`src/rtl/pd_pkg.sv`:
```
package pd_pkg;
    typedef enum logic {
        LEAD_REF = 1'b0,
        LEAD_SFT = 1'b1
    } lead_e;

    localparam int unsigned PD_SPW_DEFAULT = 8;
    localparam int unsigned PD_INT_DEFAULT = 10;
endpackage

```
`src/rtl/pd_edge_locate.sv`:
```
module pd_edge_locate #(
    parameter int unsigned SPW   = 8,
    parameter int unsigned POS_W = $clog2(SPW)
) (
    input  logic             clk,
    input  logic             rst_n,
    input  logic [SPW-1:0]   word,
    output logic             hit,
    output logic [POS_W-1:0] pos
);
    typedef struct packed {
        logic lvl;
    } loc_st_t;

    loc_st_t st_d, st_q;

    always_comb begin
        st_d     = st_q;
        st_d.lvl = word[SPW-1];
        hit      = (word[SPW-1] != st_q.lvl);
        pos      = '0;
        // lowest index that has left the previous level wins
        for (int i = SPW - 1; i >= 0; i--) begin
            if (word[i] != st_q.lvl) begin
                pos = POS_W'(i);
            end
        end
    end

    always_ff @(posedge clk or negedge rst_n) begin
        if (!rst_n) begin
            st_q <= '0;
        end else begin
            st_q <= st_d;
        end
    end
endmodule

```
`src/rtl/pd_pair_track.sv`:
```
module pd_pair_track
    import pd_pkg::*;
#(
    parameter int unsigned INT_BITS = 10,
    parameter int unsigned POS_W    = 3
) (
    input  logic                             clk,
    input  logic                             rst_n,
    input  logic                             r_hit,
    input  logic [POS_W-1:0]                 r_pos,
    input  logic                             s_hit,
    input  logic [POS_W-1:0]                 s_pos,
    output logic                             off_vld,
    output logic signed [INT_BITS+POS_W-1:0] off
);
    localparam int unsigned OFF_W    = INT_BITS + POS_W;
    localparam int unsigned ELAP_W   = INT_BITS + 1;
    localparam int unsigned MAG_W    = ELAP_W + POS_W + 1;
    localparam int unsigned MAG_MAX  = (2 ** (OFF_W - 1)) - 1;
    localparam int unsigned ELAP_MAX = 2 ** INT_BITS;

    typedef struct packed {
        logic              pend;
        lead_e             lead;
        logic [ELAP_W-1:0] elap;
        logic [POS_W-1:0]  spos;
    } trk_st_t;

    trk_st_t st_d, st_q;

    logic             lead_hit, lag_hit;
    logic [POS_W-1:0] pos_lead, pos_lag;
    logic [MAG_W-1:0] mag_w;
    logic [OFF_W-1:0] mag_s;
    logic             neg;

    always_comb begin
        st_d    = st_q;
        off_vld = 1'b0;
        mag_w   = '0;
        neg     = 1'b0;

        lead_hit = (st_q.lead == LEAD_REF) ? r_hit : s_hit;
        lag_hit  = (st_q.lead == LEAD_REF) ? s_hit : r_hit;
        pos_lead = (st_q.lead == LEAD_REF) ? r_pos : s_pos;
        pos_lag  = (st_q.lead == LEAD_REF) ? s_pos : r_pos;

        if (!st_q.pend) begin
            if (r_hit && s_hit) begin
                // both left the shared level inside one word
                off_vld = 1'b1;
                if (s_pos >= r_pos) begin
                    mag_w = MAG_W'(s_pos - r_pos);
                end else begin
                    mag_w = MAG_W'(r_pos - s_pos);
                    neg   = 1'b1;
                end
            end else if (r_hit) begin
                st_d.pend = 1'b1;
                st_d.lead = LEAD_REF;
                st_d.spos = r_pos;
                st_d.elap = ELAP_W'(1);
            end else if (s_hit) begin
                st_d.pend = 1'b1;
                st_d.lead = LEAD_SFT;
                st_d.spos = s_pos;
                st_d.elap = ELAP_W'(1);
            end
        end else begin
            mag_w = (MAG_W'(st_q.elap) << POS_W) + MAG_W'(pos_lag) - MAG_W'(st_q.spos);
            neg   = (st_q.lead == LEAD_SFT);
            if (lag_hit && (!lead_hit || (pos_lag < pos_lead))) begin
                // follower caught up: pair complete
                off_vld = 1'b1;
                if (lead_hit) begin
                    st_d.spos = pos_lead;
                    st_d.elap = ELAP_W'(1);
                end else begin
                    st_d.pend = 1'b0;
                end
            end else if (lead_hit) begin
                // leader went back first: drop this pair
                if (lag_hit) begin
                    st_d.lead = (st_q.lead == LEAD_REF) ? LEAD_SFT : LEAD_REF;
                    st_d.spos = pos_lag;
                    st_d.elap = ELAP_W'(1);
                end else begin
                    st_d.pend = 1'b0;
                end
            end else if (st_q.elap != ELAP_W'(ELAP_MAX)) begin
                st_d.elap = st_q.elap + ELAP_W'(1);
            end
        end

        mag_s = (mag_w > MAG_W'(MAG_MAX)) ? OFF_W'(MAG_MAX) : mag_w[OFF_W-1:0];
        off   = neg ? -$signed(mag_s) : $signed(mag_s);
    end

    always_ff @(posedge clk or negedge rst_n) begin
        if (!rst_n) begin
            st_q <= '0;
        end else begin
            st_q <= st_d;
        end
    end
endmodule

```
`src/rtl/pd_avg.sv`:
```
module pd_avg #(
    parameter int unsigned OFF_W = 13
) (
    input  logic                    clk,
    input  logic                    rst_n,
    input  logic                    in_vld,
    input  logic signed [OFF_W-1:0] in_off,
    output logic signed [OFF_W:0]   avg,
    output logic                    avg_vld
);
    localparam int unsigned OUT_W = OFF_W + 1;

    typedef struct packed {
        logic signed [OFF_W-1:0] prev;
        logic signed [OUT_W-1:0] sum;
        logic                    vld;
    } avg_st_t;

    avg_st_t st_d, st_q;

    always_comb begin
        st_d     = st_q;
        st_d.vld = in_vld;
        if (in_vld) begin
            // sum of two 10.3 values read as 10.4 is their mean
            st_d.sum  = OUT_W'(in_off) + OUT_W'(st_q.prev);
            st_d.prev = in_off;
        end
        avg     = st_q.sum;
        avg_vld = st_q.vld;
    end

    always_ff @(posedge clk or negedge rst_n) begin
        if (!rst_n) begin
            st_q <= '0;
        end else begin
            st_q <= st_d;
        end
    end
endmodule

```
`src/rtl/pd_inphase_top.sv`:
```
module pd_inphase_top #(
    parameter int unsigned SPW      = pd_pkg::PD_SPW_DEFAULT,
    parameter int unsigned INT_BITS = pd_pkg::PD_INT_DEFAULT
) (
    input  logic                                 clk,
    input  logic                                 rst_n,
    input  logic [SPW-1:0]                       ref_word,
    input  logic [SPW-1:0]                       sft_word,
    output logic signed [INT_BITS+$clog2(SPW):0] avg_offset,
    output logic                                 avg_valid
);
    localparam int unsigned POS_W = $clog2(SPW);
    localparam int unsigned OFF_W = INT_BITS + POS_W;
    localparam int unsigned NCH   = 2;

    logic [SPW-1:0]          words [NCH];
    logic                    hits  [NCH];
    logic [POS_W-1:0]        poss  [NCH];
    logic                    off_vld;
    logic signed [OFF_W-1:0] off;

    assign words[0] = ref_word;
    assign words[1] = sft_word;

    for (genvar c = 0; c < NCH; c++) begin : g_loc
        pd_edge_locate #(
            .SPW   (SPW),
            .POS_W (POS_W)
        ) u_loc (
            .clk   (clk),
            .rst_n (rst_n),
            .word  (words[c]),
            .hit   (hits[c]),
            .pos   (poss[c])
        );
    end

    pd_pair_track #(
        .INT_BITS (INT_BITS),
        .POS_W    (POS_W)
    ) u_trk (
        .clk     (clk),
        .rst_n   (rst_n),
        .r_hit   (hits[0]),
        .r_pos   (poss[0]),
        .s_hit   (hits[1]),
        .s_pos   (poss[1]),
        .off_vld (off_vld),
        .off     (off)
    );

    pd_avg #(
        .OFF_W (OFF_W)
    ) u_avg (
        .clk     (clk),
        .rst_n   (rst_n),
        .in_vld  (off_vld),
        .in_off  (off),
        .avg     (avg_offset),
        .avg_vld (avg_valid)
    );
endmodule

```
`config.mk`:
```
export PLATFORM = sky130hd
export DESIGN_NAME = pd_inphase_top
export DESIGN_NICKNAME = d
export VERILOG_FILES = /design/src/rtl/pd_pkg.sv /design/src/rtl/pd_edge_locate.sv /design/src/rtl/pd_pair_track.sv /design/src/rtl/pd_avg.sv /design/src/rtl/pd_inphase_top.sv
export SDC_FILE = /design/constraint.sdc
export NUM_CORES = 1
export LEC_CHECK = 0
export ABC_AREA = 1
export BUFFER_PORTS_ARGS = -buffer_cell sky130_fd_sc_hd__buf_2
export CAP_MARGIN = 5
export CORE_ASPECT_RATIO = 1.4
export CORE_UTILIZATION = 53
export CTS_CLUSTER_SIZE = 24
export DETAILED_ROUTE_END_ITERATION = 7
export HOLD_SLACK_MARGIN = 0.15
export PLACE_DENSITY = 0.75
export SLEW_MARGIN = 20
export SYNTH_ARGS = -nofsm -noshare
export SYNTH_HDL_FRONTEND = slang
export SYNTH_SLANG_ARGS = --single-unit
```
`constraint.sdc`:
```
create_clock -name clk -period 13.5 [get_ports clk]
set_clock_uncertainty 0.05 [all_clocks]
set_input_delay 0 -clock clk [delete_from_list [all_inputs] [get_ports clk]]
set_output_delay 0 -clock clk [all_outputs]
set_load 0.005 [all_outputs]
```
==> reports/results.txt, run 1 <==
r2r setup slk: 7.28 ns
clock sink total: 46
postcts setup bufs: 0
worst skew pair latency: 0.31 ns
reg2reg start: g_loc[0].u_loc.st_q$_DFF_PN0_
min cycle time layout: 6.22 ns
Hold Crit Class: primary input to async pin
wire length per cell: 12.9 µm
synth warn: 0
first-pass GRT wire length: 15.9 mm
#FFs+latches synth: 46
Yosys cell types: 41
# port buffers: 32
CP startpoint kind: flip-flop
fin. max-slew vios: 0
worst slew pin tran: 0.716 ns
Worst path max stage delay: 0.64 ns
detailed-route via count: 3857
synthesized area: 0.00436 mm²
Finished Cell Area: 0.00457 mm²
vias in the first global route: 3645
Worst-path clk slew: 0.09 ns
DR vias/cell: 5.25
max_slew headroom: 0.523
placed instance area: 0.00443 mm²
fillers: 778
DIE HEIGHT: 109 µm
Synth Instances: 621
DIE AREA: 0.00861 mm²
Die Width: 78.7 µm
commonest non-fill, non-tap cell in the layout: nand2_1
drt first-iter violations: 209
HPWL Detailed: 7.47 mm
top_reg_cell synth: dfrtp_1
most frequent cells in the layout: 143 x nand2_1, 73 x nor2_1, 65 x inv_1, 46 x dfrtp_1, 42 x a21oi_1
CTS tree: built
post-synthesis async set-or-reset flop share: 1.00
Max FO, Critical Path: 10
nets: 688
diodes inserted: 0
syn_area_per_cell: 7.03 µm²
Final Cycle Share: 0.461
Post-CTS Resized: 0
Highest Clock Rate: 161 MHz
RePlAce Congestion: 0.920
CP max stage cell: dfrtp_1
Final WS setup: 7.28 ns
DRT Wirelength: 9.49 mm
EDFF count, synth: 0
grt total ovfl: 0
Boundary Pins: 33
most frequent CP cell: nand2_1
unrepaired setup endpoints after global routing: no
Critical Path AT: 6.35 ns
Mapped Nets: 675
share of cells above drive strength 1: 0.135
CTS Hold Buffers Added: 3
Req. time, crit path: 13.62 ns
max cap viols: 0
H-tree depth: 2
Worst R2R Path Depth: 34
drt pass-1 iters: 5
remaining antenna violation count: 0
core area: 0.00785 mm²
largest net degree at the start of global routing: 49
Root Buffer: clkbuf_8
setup_tns: 0 ns
aggregate global-route resource usage: 0.234
Setup CP Type: flip-flop to flip-flop
Hold Violations, Final: 0
sequential share of the synthesized area: 0.264
residual DRC count: 0
reg2reg end: u_avg.avg[12]$_DFFE_PN0P_
pre-CTS setup slack: 7.30 ns
antenna violations before repair: 0
row cnt: 38
cts bufs inserted: 5
Layout area overhead: 4.76%
Max Root-Sink Buffers: 2
# setup viols final: 0
endpoint class of the critical path: flip-flop
initial core utilization: 0.556
status: finished, final reports clean
-- area by class of cell --
type                       count  area (µm²)  share of cell area
multi-input combinational    473        2710               0.594
sequential                    46        1150               0.252
inverter                      72         275              0.0602
timing repair buffer          36         200              0.0438
tap                          100         125              0.0274
clock buffer                   7        76.3              0.0167
clock inverter                 1        30.0             0.00657
-- cells in the mapped netlist (all sizes together), types with 2 or more instances --
cell,n,share of area
a21oi,55,0.074
o22ai,6,0.0086
xnor2,15,0.032
nor2,79,0.074
clkbuf,4,0.0034
nand4,8,0.011
nand3,38,0.048
fa,5,0.023
nand2,159,0.15
inv,71,0.062
nor3,10,0.013
o21ai,38,0.044
xor2,17,0.034
o31ai,2,0.0034
buf,26,0.048
a31oi,4,0.0057
dfrtp,46,0.26
ha,31,0.089
-- critical path, delay by kind of cell (launching register included) --
kind	cells	cell delay [ns]
and+or+nand+nor	18	2.18
AOI/OAI and AO/OA	7	1.48
adders and majority gates	3	1.09
DFF	1	0.64
buffers and inverters	5	0.48
xor gates and xnor gates	1	0.18
-- sequential cells by signal, indices dropped and copies added (netlist names) --
| signal | cells |
|---|---|
| u_trk.st_q | 16 |
| u_avg.avg | 14 |
| u_avg.avg_vld | 1 |
| u_avg.st_q | 13 |
| g_loc.u_loc.st_q | 2 |
-- per-layer routing --
| layer | vias up | GRT usage | share of wire |
|---|---|---|---|
| met1 | 1740 | 0.252 | 0.41 |
| met3 | 23 | 0.0241 | 0.021 |
| met2 | 74 | 0.452 | 0.54 |
| met5 | - | 0 | 0 |
| li1 | 2020 | - | - |
| met4 | 0 | 0.110 | 0.033 |
-- kinds of logic (layout without fill, tap and decap cells) --
group / Yosys count / in the layout / synth area share
flip-flops: 46 / 46 / 0.264
buffers and inverters: 102 / 116 / 0.114
AO/OA/AOI/OAI: 109 / 109 / 0.144
adder cells (fa/ha/maj): 36 / 36 / 0.112
XOR/XNOR: 32 / 32 / 0.0659
AND/OR/NAND/NOR: 296 / 296 / 0.300
-- worst max path at each step --
| stage | from | end | slack (ns) | cells past startpoint |
|---|---|---|---|---|
| after floorplan | g_loc[1].u_loc.st_q$_DFF_PN0_ | u_avg.avg[12]$_DFFE_PN0P_ | 8.35 | 35 |
| after CTS | g_loc[0].u_loc.st_q$_DFF_PN0_ | u_avg.avg[12]$_DFFE_PN0P_ | 7.28 | 34 |
| after detailed placement | g_loc[0].u_loc.st_q$_DFF_PN0_ | u_avg.avg[12]$_DFFE_PN0P_ | 7.30 | 34 |
| after global placement | g_loc[0].u_loc.st_q$_DFF_PN0_ | u_avg.avg[12]$_DFFE_PN0P_ | 7.47 | 34 |
| final | g_loc[0].u_loc.st_q$_DFF_PN0_ | u_avg.avg[12]$_DFFE_PN0P_ | 7.28 | 34 |
| after global routing | g_loc[0].u_loc.st_q$_DFF_PN0_ | u_avg.avg[13]$_DFFE_PN0P_ | 6.48 | 39 |
-- stage by stage --
step	utilization	hold slack, ns	instances
after floorplan	-	-0.346	621
after global routing	0.583	0.241	735
after global placement	0.565	0.0956	724
after CTS	0.582	0.317	735
after detailed placement	0.565	0.102	724
final	0.583	0.190	735
Power of run 1 is not shown: default switching activity piles up to over one toggle a cycle in this logic, so the estimate is an artifact.
==> run 2, diff against run 1 <==
--- a/config.mk
+++ b/config.mk
@@ -5,7 +5,7 @@
 export SDC_FILE = /design/constraint.sdc
 export NUM_CORES = 1
 export LEC_CHECK = 0
-export ABC_AREA = 1
+export ABC_AREA = 0
 export BUFFER_PORTS_ARGS = -buffer_cell sky130_fd_sc_hd__buf_2
 export CAP_MARGIN = 5
 export CORE_ASPECT_RATIO = 1.4
==> constraint.sdc (replaced) <==
create_clock -name clk -period 5.8 [get_ports clk]
set_clock_uncertainty 0.05 [all_clocks]
set_input_delay 0 -clock clk [delete_from_list [all_inputs] [get_ports clk]]
set_output_delay 0 -clock clk [all_outputs]
set_load 0.005 [all_outputs]
==> run 2 against run 1 <==
Cell count is 8.7% lower. Clock-buffer cell count fell by 1. Sequential share of layout area decreased by 2.4 points. Routed wire length up 10%. Hold slack better by 0.025 ns. Synthesized area grew 3.0%. Fmax is 13% higher. Utilization grew 3.4 points. Setup slack worse by 7.0 ns. Global-route usage up 1.8 points. Register-to-register slack got worse by 7.0 ns. Largest cell class unchanged. Highest routed layer unchanged.
==> reports/results.txt, run 2 <==
EDFF count, synth: 0
diodes inserted: 0
RePlAce Congestion: 0.940
r2r setup slk: 0.29 ns
Boundary Pins: 33
max_slew headroom: 0.547
worst skew pair latency: 0.29 ns
first-pass GRT wire length: 17.8 mm
residual DRC count: 0
CP startpoint kind: flip-flop
fin. max-slew vios: 0
count leader, synth: dfrtp_1
synthesized area: 0.00450 mm²
Synth area leaders: dfrtp_1 26%, ha_1 8.6%, a21oi_1 4.0%
synth warn: 0
HPWL Detailed: 8.07 mm
reg2reg start: g_loc[1].u_loc.st_q$_DFF_PN0_
Largest register FFs: 16
commonest non-fill, non-tap cell in the layout: dfrtp_1
wire length per cell: 15.6 µm
drt first-iter violations: 189
row cnt: 39
Worst-path clk slew: 0.06 ns
remaining antenna violation count: 0
CP max stage cell: dfrtp_2
clock sink total: 46
top_reg_cell synth: dfrtp_1
#FFs+latches synth: 46
Synth Instances: 535
DIE HEIGHT: 111 µm
endpoint class of the critical path: flip-flop
cts bufs inserted: 5
Power Density: 704 mW/mm²
Die Width: 79.9 µm
vias in the first global route: 3947
Yosys cell types: 75
area leader, netlist: dfrtp_1
Mapped Nets: 589
share of cells above drive strength 1: 0.202
largest net degree at the start of global routing: 47
Hold Violations, Final: 0
Setup CP Type: flip-flop to flip-flop
Leakage: 2.27 nW
post-synthesis async set-or-reset flop share: 1.00
Peak supply drop: 0.455 mV
syn_area_per_cell: 8.41 µm²
initial core utilization: 0.549
Final Cycle Share: 0.950
core area: 0.00820 mm²
Worst path max stage delay: 0.46 ns
Layout area overhead: 12.5%
antenna violations before repair: 0
CTS tree: built
Hold Crit Class: primary input to async pin
DRT Wirelength: 10.5 mm
grt total ovfl: 0
H-tree depth: 2
Max Root-Sink Buffers: 2
drt pass-1 iters: 4
Max FO, Critical Path: 9
nets: 623
worst slew pin tran: 0.679 ns
DR vias/cell: 5.93
Req. time, crit path: 5.91 ns
most frequent CP cell: inv_1
aggregate global-route resource usage: 0.252
hold slack: 0.215 ns
reg2reg end: u_avg.avg[11]$_DFFE_PN0P_
# port buffers: 32
Highest Clock Rate: 181 MHz
detailed-route via count: 3977
status: finished, final reports clean
placed instance area: 0.00475 mm²
Worst R2R Path Depth: 26
post-synth top area share: 0.256
# setup viols final: 0
Post-synth top cells: 46 x dfrtp_1, 38 x inv_1, 38 x nand2_1, 38 x nor2_1, 36 x a21oi_1
max cap viols: 0
Critical Path AT: 5.62 ns
min cycle time layout: 5.51 ns
utilization after layout: 0.617
most frequent cells in the layout: 44 x dfrtp_1, 38 x nand2_1, 38 x inv_1, 37 x nor2_1
Biggest register: u_trk.st_q
Root Buffer: clkbuf_16
sequential share of the synthesized area: 0.256
DIE AREA: 0.00886 mm²
total power: 3.56 mW
Finished Cell Area: 0.00506 mm²
## run 2: changes by cell type after synthesis, sizes merged, moves of 7 or more
cell   before  now
a21oi      55   36
inv        71   42
nor3       10   18
mux2        0   14
nor2b       0    8
or3         0    8
and3        0   10
nand3      38   18
nand2     159   38
nor4        0    7
a21o        0   14
nor2       79   38
xor2       17    7
## run 2: cell families (layout without fill, tap and decap cells)
group,Yosys count,in the layout,synth area share
and+or+nand+nor,172,172,0.198
AOI/OAI and AO/OA,161,161,0.247
buffers and inverters,74,108,0.0793
DFF,46,46,0.256
adders and majority gates,36,36,0.109
xor gates and xnor gates,26,26,0.0540
muxes,20,20,0.0579
## run 2: layer usage
metal / GRT usage / part of all wire
met4: 0.104 / 0.026
met3: 0.0337 / 0.020
met5: 0 / 0
met1: 0.272 / 0.40
met2: 0.475 / 0.55
## run 2: per-stage QoR
stage	setup slack (ns)	TNS, ns	cells
after floorplan	0.0630	0	535
after global placement	0.0628	0	659
after detailed placement	-0.123	-0.147	659
after CTS	0.0658	0	669
after global routing	-0.00359	-0.00693	671
final	0.288	0	671
## run 2: worst max-delay path by stage
stage	from	to	slack, ns
finish	g_loc[1].u_loc.st_q$_DFF_PN0_	u_avg.avg[11]$_DFFE_PN0P_	0.29
floorplan	g_loc[0].u_loc.st_q$_DFF_PN0_	u_avg.avg[11]$_DFFE_PN0P_	0.06
global route	g_loc[1].u_loc.st_q$_DFF_PN0_	u_avg.avg[12]$_DFFE_PN0P_	-0.004
detailed placement	g_loc[1].u_loc.st_q$_DFF_PN0_	u_avg.avg[11]$_DFFE_PN0P_	-0.12
global placement	ref_word[0]	u_avg.avg[11]$_DFFE_PN0P_	0.06
CTS	g_loc[1].u_loc.st_q$_DFF_PN0_	u_avg.avg[11]$_DFFE_PN0P_	0.07
## run 2: critical path: cells and delay by family, from the launching register on
family / cells / cell delay, ns
AO/OA/AOI/OAI: 11 / 1.92
AND/OR/NAND/NOR: 5 / 1.15
adder cells (fa/ha/maj): 4 / 1.06
flip-flops: 1 / 0.46
multiplexers: 1 / 0.30
buffers and inverters: 4 / 0.25
XOR/XNOR: 1 / 0.16
## run 2: final cells by class
type	instances	area, µm²
multi-input cells	415	3080
flip-flops and latches	46	1150
well taps	102	128
clock inverters	1	30.0
fillers	725	3140
repair buffers	59	373
inverters	42	158
clock buffers	6	139
## run 2: where the power goes
group | total [mW] | internal (mW) | switching, mW
logic | 2.67 | 1.19 | 1.47
registers | 0.559 | 0.454 | 0.104
clock network | 0.337 | 0.213 | 0.124
## run 2: what timing repair did
action                                 4_1_cts  5_1_grt
resized for setup                            6       18
buffers inserted                             0        2
pin swaps                                    0        1
setup endpoints to repair                    3        7
hold buffers                                 3        0
endpoints found under the hold margin       48        0
Note: power is estimated with default switching activity, not from simulation.
==> run 3, diff against run 2 <==
--- a/config.mk
+++ b/config.mk
@@ -14,6 +14,7 @@
 export DETAILED_ROUTE_END_ITERATION = 7
 export HOLD_SLACK_MARGIN = 0.15
 export PLACE_DENSITY = 0.75
+export RECOVER_POWER = 50
 export SLEW_MARGIN = 20
 export SYNTH_ARGS = -nofsm -noshare
 export SYNTH_HDL_FRONTEND = slang
==> run 3 against run 2 <==
The flow now finishes with violations (capacitance limit, slew limit). Sequential cell count did not move. Clock-buffer cell count unchanged. Sequential share of layout area hardly changed.
==> reports/results.txt, run 3 (synthesized netlist as in run 2, its figures left out) <==
path length in cells of the critical path: 26
wire length per cell: 15.6 µm
max cap viols: 1
vias in the first global route: 3947
drt pass-1 iters: 4
Leakage: 2.26 nW
residual DRC count: 0
Max Root-Sink Buffers: 2
Layout area overhead: 12.3%
reg2reg end: u_avg.avg[11]$_DFFE_PN0P_
status: complete, but fails checks
total power: 3.56 mW
DR vias/cell: 5.94
Worst R2R Path Depth: 26
drt first-iter violations: 189
CP delay by family, top: compound AO/OA/AOI/OAI gates
Hold Violations, Final: 0
Die Width: 79.9 µm
Root Buffer: clkbuf_16
row cnt: 39
first-pass GRT wire length: 17.8 mm
CP startpoint kind: flip-flop
fin. max-slew vios: 47
min cycle time layout: 5.51 ns
Setup crit end: u_avg.avg[11]$_DFFE_PN0P_
RePlAce Congestion: 0.940
most frequent cells in the layout: 44 x dfrtp_1, 38 x nand2_1, 38 x inv_1, 37 x nor2_1
placed instance area: 0.00475 mm²
aggregate global-route resource usage: 0.252
CP max stage cell: dfrtp_2
DRT Wirelength: 10.5 mm
Worst-path clk slew: 0.06 ns
fillers: 731
commonest non-fill, non-tap cell in the layout: dfrtp_1
DIE HEIGHT: 111 µm
Power Density: 705 mW/mm²
Boundary Pins: 33
H-tree depth: 2
Req. time, crit path: 5.91 ns
hold slack: 0.322 ns
diodes inserted: 0
Final Cycle Share: 0.950
share of cells above drive strength 1: 0.193
endpoint class of the critical path: flip-flop
reg2reg start: g_loc[1].u_loc.st_q$_DFF_PN0_
detailed-route via count: 3986
Finished Cell Area: 0.00505 mm²
Final WS setup: 0.290 ns
Critical Path AT: 5.62 ns
Biggest register: u_trk.st_q
clock sink total: 46
CTS tree: built
antenna violations before repair: 0
most frequent CP cell: inv_1
core area: 0.00820 mm²
launch point of the worst path: g_loc[1].u_loc.st_q$_DFF_PN0_
grt total ovfl: 0
Worst path max stage delay: 0.46 ns
worst skew pair latency: 0.29 ns
Peak supply drop: 0.455 mV
HPWL Detailed: 8.07 mm
r2r setup slk: 0.29 ns
buffers and inverters on the worst path: 4
Highest Clock Rate: 181 MHz
failing checks: capacitance limit, slew limit
# setup viols final: 0
max_slew headroom: -0.706
pre-CTS setup slack: -0.123 ns
setup_tns: 0 ns
remaining antenna violation count: 0
Max FO, Critical Path: 9
# port buffers: 32
worst slew pin tran: 2.56 ns
largest net degree at the start of global routing: 47
Setup CP Type: flip-flop to flip-flop
Largest register FFs: 16
cts bufs inserted: 5
initial core utilization: 0.549
DIE AREA: 0.00886 mm²
Hold Crit Class: primary input to flip-flop
nets: 623
[run 3: per-stage QoR]
step / utilization / std cells
floorplan: - / 535
global placement: 0.580 / 659
detailed placement: 0.580 / 659
CTS: 0.606 / 669
global route: 0.616 / 671
finish: 0.616 / 671
[run 3: cell type report]
cell class / count / area, µm² / area share
clock inverter: 1 / 30.0 / 0.00595
timing repair buffer: 59 / 364 / 0.0721
multi-input combinational: 415 / 3080 / 0.609
sequential: 46 / 1150 / 0.229
clock buffer: 6 / 139 / 0.0275
inverter: 42 / 158 / 0.0312
tap: 102 / 128 / 0.0253
[run 3: layer usage]
layer / up-vias / part of all wire / track usage
met5: - / 0 / 0
met4: 0 / 0.024 / 0.104
met3: 19 / 0.021 / 0.0337
met2: 67 / 0.56 / 0.475
met1: 1889 / 0.40 / 0.272
li1: 2011 / - / -
[run 3: worst min-delay path by stage]
stage	start	end	slack, ns	cells past startpoint
after floorplan	rst_n	g_loc[0].u_loc.st_q$_DFF_PN0_	-0.35	0
after global placement	sft_word[7]	g_loc[1].u_loc.st_q$_DFF_PN0_	0.14	1
after detailed placement	sft_word[7]	g_loc[1].u_loc.st_q$_DFF_PN0_	0.15	1
after CTS	sft_word[7]	u_trk.st_q[0]$_DFFE_PN0P_	0.25	4
after global routing	sft_word[7]	u_trk.st_q[0]$_DFFE_PN0P_	0.39	4
final	sft_word[7]	u_trk.st_q[0]$_DFFE_PN0P_	0.32	4
[run 3: repair_timing]
item                       CTS  global route
hold buffers                 3             0
hold endpoints to repair    48             0
gates cloned                 0             0
buffers inserted             0             2
pin swaps                    0             1
setup endpoints to repair    3             7
gates resized for setup      6            18
[run 3: tightest hold or removal path: cells and delay by family]
kind,cells,cell delay (ns)
compound gates,1,0.10
xor+xnor,1,0.23
buf+inv,1,0.14
simple gates,1,0.15
[run 3: report_power, final]
group,internal [mW],switching (mW)
clock,0.213,0.125
combinational,1.19,1.47
sequential,0.454,0.105
total,1.86,1.70
